--- src/rtl/oar_pkg.sv ---
package oar_pkg;
  typedef enum logic [1:0] {
    MODE_REG = 2'd0,
    MODE_DIR = 2'd1,
    MODE_IND = 2'd2,
    MODE_IMM = 2'd3
  } oar_mode_e;
endpackage

--- src/rtl/oar_decode.sv ---
module oar_decode
  import oar_pkg::*;
#(
  parameter int SEL_W = 3
) (
  input  logic [7:0]       opcode,
  output oar_mode_e        mode,
  output logic             legal,
  output logic [SEL_W-1:0] sel
);
  always_comb begin
    mode  = MODE_REG;
    legal = 1'b1;
    sel   = '0;
    casez (opcode)
      8'b11101???, 8'b11111???, 8'b00101???: begin
        mode = MODE_REG;
        sel  = opcode[SEL_W-1:0];
      end
      8'b1110011?, 8'b1111011?, 8'b0010011?: begin
        mode = MODE_IND;
        sel  = {{(SEL_W-1){1'b0}}, opcode[0]};
      end
      8'hE5, 8'hF5, 8'h25: mode = MODE_DIR;
      8'h74, 8'h24:        mode = MODE_IMM;
      default:             legal = 1'b0;
    endcase
  end
endmodule

--- src/rtl/oar_regfile.sv ---
module oar_regfile #(
  parameter int          DATA_W      = 8,
  parameter int          NBANK       = 4,
  parameter int          REGS        = 8,
  parameter logic [7:0]  STATUS_ADDR = 8'hD0,
  parameter int          BANK_LSB    = 3,
  localparam int         NREG        = NBANK * REGS,
  localparam int         IDX_W       = $clog2(NREG),
  localparam int         BANK_W      = $clog2(NBANK)
) (
  input  logic              clk,
  input  logic              rst_n,
  input  logic              wr_en,
  input  logic [DATA_W-1:0] wr_addr,
  input  logic [DATA_W-1:0] wr_data,
  input  logic [IDX_W-1:0]  rd_idx,
  output logic [DATA_W-1:0] rd_data,
  output logic [BANK_W-1:0] bank
);
  logic [DATA_W-1:0] mem_q [NREG];
  logic [DATA_W-1:0] mem_d [NREG];
  logic [BANK_W-1:0] bank_d;
  logic              ram_hit;

  assign ram_hit = wr_en && (wr_addr < DATA_W'(NREG));

  always_comb begin
    bank_d = bank;
    if (wr_en && wr_addr == STATUS_ADDR) bank_d = wr_data[BANK_LSB +: BANK_W];
  end

  for (genvar g = 0; g < NREG; g++) begin : g_reg
    always_comb begin
      mem_d[g] = mem_q[g];
      if (ram_hit && wr_addr[IDX_W-1:0] == IDX_W'(g)) mem_d[g] = wr_data;
    end
    always_ff @(posedge clk or negedge rst_n) begin
      if (!rst_n) mem_q[g] <= '0;
      else        mem_q[g] <= mem_d[g];
    end
  end

  always_ff @(posedge clk or negedge rst_n) begin
    if (!rst_n) bank <= '0;
    else        bank <= bank_d;
  end

  assign rd_data = mem_q[rd_idx];
endmodule

--- src/rtl/operand_addr_resolver.sv ---
module operand_addr_resolver
  import oar_pkg::*;
#(
  parameter int          DATA_W      = 8,
  parameter int          NBANK       = 4,
  parameter int          REGS        = 8,
  parameter logic [7:0]  STATUS_ADDR = 8'hD0,
  parameter int          BANK_LSB    = 3,
  parameter logic [7:0]  SFR_BASE    = 8'h80
) (
  input  logic       clk,
  input  logic       rst_n,
  input  logic       op_valid,
  input  logic [7:0] opcode,
  input  logic [7:0] operand,
  input  logic       wr_en,
  input  logic [7:0] wr_addr,
  input  logic [7:0] wr_data,
  output logic       res_valid,
  output logic [7:0] res_addr,
  output logic       res_sfr,
  output logic       res_imm,
  output logic       res_illegal
);
  localparam int NREG   = NBANK * REGS;
  localparam int IDX_W  = $clog2(NREG);
  localparam int BANK_W = $clog2(NBANK);
  localparam int SEL_W  = $clog2(REGS);

  logic [1:0]        rst_sync;
  logic              rst_q_n;
  oar_mode_e         dec_mode;
  logic              dec_legal;
  logic [SEL_W-1:0]  dec_sel;
  logic [IDX_W-1:0]  idx;
  logic [7:0]        ptr;
  logic [BANK_W-1:0] bank;
  logic [7:0]        addr_d;
  logic              sfr_d, imm_d, ill_d;
  oar_mode_e         mode_q;

  always_ff @(posedge clk or negedge rst_n) begin
    if (!rst_n) rst_sync <= 2'b00;
    else        rst_sync <= {rst_sync[0], 1'b1};
  end
  assign rst_q_n = rst_sync[1];

  oar_decode #(.SEL_W(SEL_W)) u_dec (
    .opcode(opcode), .mode(dec_mode), .legal(dec_legal), .sel(dec_sel)
  );

  assign idx = {bank, dec_sel};

  oar_regfile #(
    .DATA_W(DATA_W), .NBANK(NBANK), .REGS(REGS),
    .STATUS_ADDR(STATUS_ADDR), .BANK_LSB(BANK_LSB)
  ) u_rf (
    .clk(clk), .rst_n(rst_q_n), .wr_en(wr_en), .wr_addr(wr_addr),
    .wr_data(wr_data), .rd_idx(idx), .rd_data(ptr), .bank(bank)
  );

  always_comb begin
    addr_d = '0;
    sfr_d  = 1'b0;
    imm_d  = 1'b0;
    ill_d  = !dec_legal;
    if (dec_legal) begin
      unique case (dec_mode)
        MODE_REG: addr_d = DATA_W'(idx);
        MODE_DIR: begin
          addr_d = operand;
          sfr_d  = (operand >= SFR_BASE);
        end
        MODE_IND: addr_d = ptr;
        MODE_IMM: begin
          addr_d = operand;
          imm_d  = 1'b1;
        end
      endcase
    end
  end

  always_ff @(posedge clk or negedge rst_q_n) begin
    if (!rst_q_n) begin
      res_valid   <= 1'b0;
      res_addr    <= '0;
      res_sfr     <= 1'b0;
      res_imm     <= 1'b0;
      res_illegal <= 1'b0;
      mode_q      <= MODE_REG;
    end else begin
      res_valid <= op_valid;
      if (op_valid) begin
        res_addr    <= addr_d;
        res_sfr     <= sfr_d;
        res_imm     <= imm_d;
        res_illegal <= ill_d;
        mode_q      <= dec_mode;
      end
    end
  end
endmodule

--- config.mk ---
export PLATFORM = sky130hd
export DESIGN_NAME = operand_addr_resolver
export DESIGN_NICKNAME = d
export VERILOG_FILES = /design/src/rtl/oar_pkg.sv /design/src/rtl/oar_decode.sv /design/src/rtl/oar_regfile.sv /design/src/rtl/operand_addr_resolver.sv
export SDC_FILE = /design/constraint.sdc
export NUM_CORES = 1
export LEC_CHECK = 0
export ABC_CLOCK_PERIOD_IN_PS = 15100
export BUFFER_PORTS_ARGS = -buffer_cell sky130_fd_sc_hd__buf_2
export CORE_MARGIN = 4
export CORE_UTILIZATION = 25
export CTS_CLUSTER_SIZE = 12
export DETAILED_ROUTE_END_ITERATION = 7
export PLACE_DENSITY = 0.42
export RECOVER_POWER = 100
export SYNTH_ARGS = -nofsm -noshare
export SYNTH_HDL_FRONTEND = slang
export SYNTH_SLANG_ARGS = --single-unit
export TNS_END_PERCENT = 30
--- constraint.sdc ---
create_clock -name clk -period 15.1 [get_ports clk]
set_input_delay 3.02 -clock clk [delete_from_list [all_inputs] [get_ports clk]]
set_output_delay 3.02 -clock clk [all_outputs]
set_load 0.02 [all_outputs]
==> flow_metrics.py <==
metrics = {
    "logic_synthesis": {
        "synth_edf_count": 0,
        "yosysSeqAreaShare_pct": 51.48,
        "synth_cell_types": 66,
        "synth_ff_type": "dfrtp_1",
        "netlist_area_sq_um": 10990,
        "async_flop_share_pct": 100.0,
        "postSynthAreaPerCell_sq_um": 11.58,
        "yosys_warnings": 0,
        "synth-seq-cells": 226,
        "syn_nets": 985,
        "synth_cells": 949,
    },
    "routing": {
        "detail-route-antenna-nets": 0,
        "firstDrtPassIters": 5,
        "via_per_inst": 4.898,
        "drc": 0,
        "routed_wirelength_um": 35190,
        "vias": 7720,
        "drtIter0Drc": 419,
        "post_drt_wl_per_cell_um": 22.33,
    },
    "floorplanning": {
        "fp.coreArea_sq_um": 43270,
        "dieArea_sq_um": 47360,
        "die_x_um": 217.6,
        "initial_core_util_pct": 25.39,
        "dieHeight_um": 217.6,
        "ios": 48,
        "num_rows": 76,
    },
    "sta": {
        "tightest_slew_ps": 4121,
        "hold_viol": 0,
        "max_freq_mhz": 110.9,
        "fin_skew_ps": 8.257,
        "finalCritPeriodShare_pct": 59.74,
        "drv_slew": 331,
        "grt_setup_unrepaired": "false",
        "fin_crit_ps": 9020,
        "setup_violations": 0,
        "setup_ws_ps": 6080,
        "setup_tns_ps": 0,
        "slew-limit-headroom_pct": -174.7,
    },
    "worst_setup_path": {
        "cp_common_cell": "clkbuf_1",
        "r2r-start": "rst_sync[1]",
        "cp.arrival_ps": 9480,
        "cp_cell_sequence": "clkbuf_1, and2_0, o21ai_0, clkbuf_1, nand3_1, o2111a_1, a21oi_1",
        "worstPathMaxFanout": 41,
        "crit_path_start_kind": "primary input",
        "worstSetupStartpoint": "opcode[6]",
        "critPathSlowestCell": "o21ai_0",
        "crit_type": "in -> reg",
        "worstSetupEndpointType": "flip-flop",
        "slowest_delay_ps": 3030,
        "cp.required_ps": 15560,
    },
    "clock_tree": {
        "cts_buffer_depth": 3,
        "cts_buffers": 27,
        "postCtsSetupBuffers": 0,
        "cts_tree": "built",
        "clkSinkCount": 226,
        "clockRootBuffer": "clkbuf_16",
        "htree_levels": 1,
        "cts.reportedPaths.clkPinSlew_ps": 60,
        "cts_resized": 0,
        "clock_latency_ps": 530,
        "cts_hold_buf": 0,
    },
    "global_routing": {
        "grt_pass1_wl_um": 52880,
        "antenna_found_initial": 1,
        "grt_max_degree": 74,
        "grt_pass1_vias": 7853,
        "gr-total-overflow": 0,
        "grt_usage_pct": 14.62,
    },
    "cells_and_area": {
        "final_area_sq_um": 12620,
        "final_common_cell": "dfrtp_1",
        "final_cell_mix": "226 x dfrtp_1, 212 x mux2_2, 141 x nand2_1",
        "area_delta_synth_final_pct": 14.92,
        "num_antenna_cells": 0,
        "nets": 1007,
        "drive_above_1_share_pct": 30.58,
    },
    "power_and_ir_drop": {
        "ir_worst_vdd_uv": 60.67,
        "p_per_area_nw_per_um2": 117.6,
        "p_leak_nw": 5.603,
    },
    "place": {
        "dpl_cell_area_sq_um": 11750,
        "hpwlAfterDp_um": 23590,
        "gp_congestion": 0.7942,
        "dp_slack_ps": 8834,
        "port_buffers": 47,
    },
    "outcome": {
        "violations": "capacitance limit, slew limit",
        "status": "finished with violations",
    },
    "run": {
        "maxCapViolations": 10,
    },
    "worst_hold_path": {
        "hold_class": "reg -> reg",
        "hp-start": "rst_sync[0]",
    },
}
-- worst paths after layout --
check	endpoint	slack, ps	cells past startpoint
worst min-delay path	rst_sync[1]	350	0
worst max-delay path	res_addr[0]	6080	7
min in group asynchronous	u_rf.mem_q[219]	370	0
worst max register to register	u_rf.mem_q[147]	10320	1
worst min register to register	rst_sync[1]	350	0
max in group asynchronous	u_rf.mem_q[147]	10320	1
-- sequential cells by signal (all words and copies together) (netlist names) --
register     cells
res_valid        1
u_rf.bank        2
rst_sync         2
res_imm          1
res_addr         8
res_illegal      1
res_sfr          1
u_rf.mem_q     210
-- logic make-up after synthesis --
family,after synthesis,synth area share [%]
XOR/XNOR,1,0.07974
AO/OA/AOI/OAI,154,10.48
other,1,0.03414
buffers and inverters,73,3.052
flip-flops,226,51.48
multiplexers,238,24.10
AND/OR/NAND/NOR,256,10.77
-- layer usage --
| metal | part of all wire [%] | GRT usage (%) | vias to the layer above |
|---|---|---|---|
| met5 | 0.037 | 0 | - |
| met4 | 2.0 | 3.074 | 2 |
| met3 | 3.7 | 1.797 | 40 |
| met2 | 47 | 23.79 | 155 |
| met1 | 47 | 21.00 | 4032 |
| li1 | - | - | 3491 |
-- cells in the mapped netlist (2+ instances only) --
| cell | instances | area share, % |
|---|---|---|
| nor2b_1 | 4 | 0.23 |
| a211oi_1 | 11 | 0.75 |
| mux2_2 | 212 | 22 |
| clkbuf_1 | 34 | 1.2 |
| a221oi_1 | 6 | 0.48 |
| o211ai_2 | 2 | 0.23 |
| nor3_1 | 13 | 0.59 |
| nand3_1 | 26 | 1.2 |
| a41oi_1 | 6 | 0.48 |
| a22oi_1 | 5 | 0.34 |
| buf_1 | 7 | 0.24 |
| inv_1 | 5 | 0.17 |
| and3_1 | 10 | 0.57 |
| nand4_1 | 9 | 0.51 |
| dfrtp_1 | 226 | 51 |
| nand2b_1 | 5 | 0.28 |
| a211o_1 | 6 | 0.48 |
| o21ai_0 | 9 | 0.41 |
| or3_1 | 2 | 0.11 |
| nor3b_2 | 2 | 0.23 |
| o211ai_1 | 6 | 0.41 |
| a32oi_1 | 7 | 0.56 |
| a31oi_1 | 3 | 0.17 |
| nor2_2 | 2 | 0.11 |
| nand2_1 | 141 | 4.8 |
| o21a_1 | 6 | 0.41 |
| o2111a_1 | 5 | 0.51 |
| a21oi_1 | 49 | 2.2 |
| buf_6 | 3 | 0.31 |
| mux2i_1 | 26 | 2.4 |
| nor2_1 | 26 | 0.89 |
| buf_4 | 4 | 0.27 |
| o22ai_1 | 3 | 0.17 |
| o32ai_1 | 3 | 0.24 |
| o31ai_1 | 4 | 0.27 |
| a22o_1 | 5 | 0.40 |
| and2_1 | 4 | 0.23 |
| buf_2 | 19 | 0.87 |
| nor3_2 | 6 | 0.55 |
-- power breakdown --
group	leakage, nW	internal [mW]	switching [mW]
Clock	0.484	0.458	0.264
Combinational	2.02	0.0402	0.0719
Sequential	3.10	0.634	0.0163
-- layout make-up --
type	count	area, sq um
clock buffer	34	721.9
clock inverter	15	257.7
fill	4531	30640
inverter	6	22.52
multi-input combinational	650	4946
sequential	226	5655
tap	585	732.0
timing repair buffer	60	289.0
-- worst max-delay path: cells and delay by family --
family                 cells  cell delay, ps
AO/OA/AOI/OAI              3            3590
buffers and inverters      2            1850
AND/OR/NAND/NOR            2             990
-- through the flow --
step	instances	hold slack (ps)	util [%]	total power [mW]
after floorplan	949	331.2	-	0.7340
final	1576	346.3	29.18	1.484
after global routing	1576	363.8	29.18	1.539
after global placement	1527	214.1	27.15	0.7759
after CTS	1576	229.9	29.42	1.505
after detailed placement	1527	223.3	27.15	0.7773
Power figures use the tool's default switching activity.
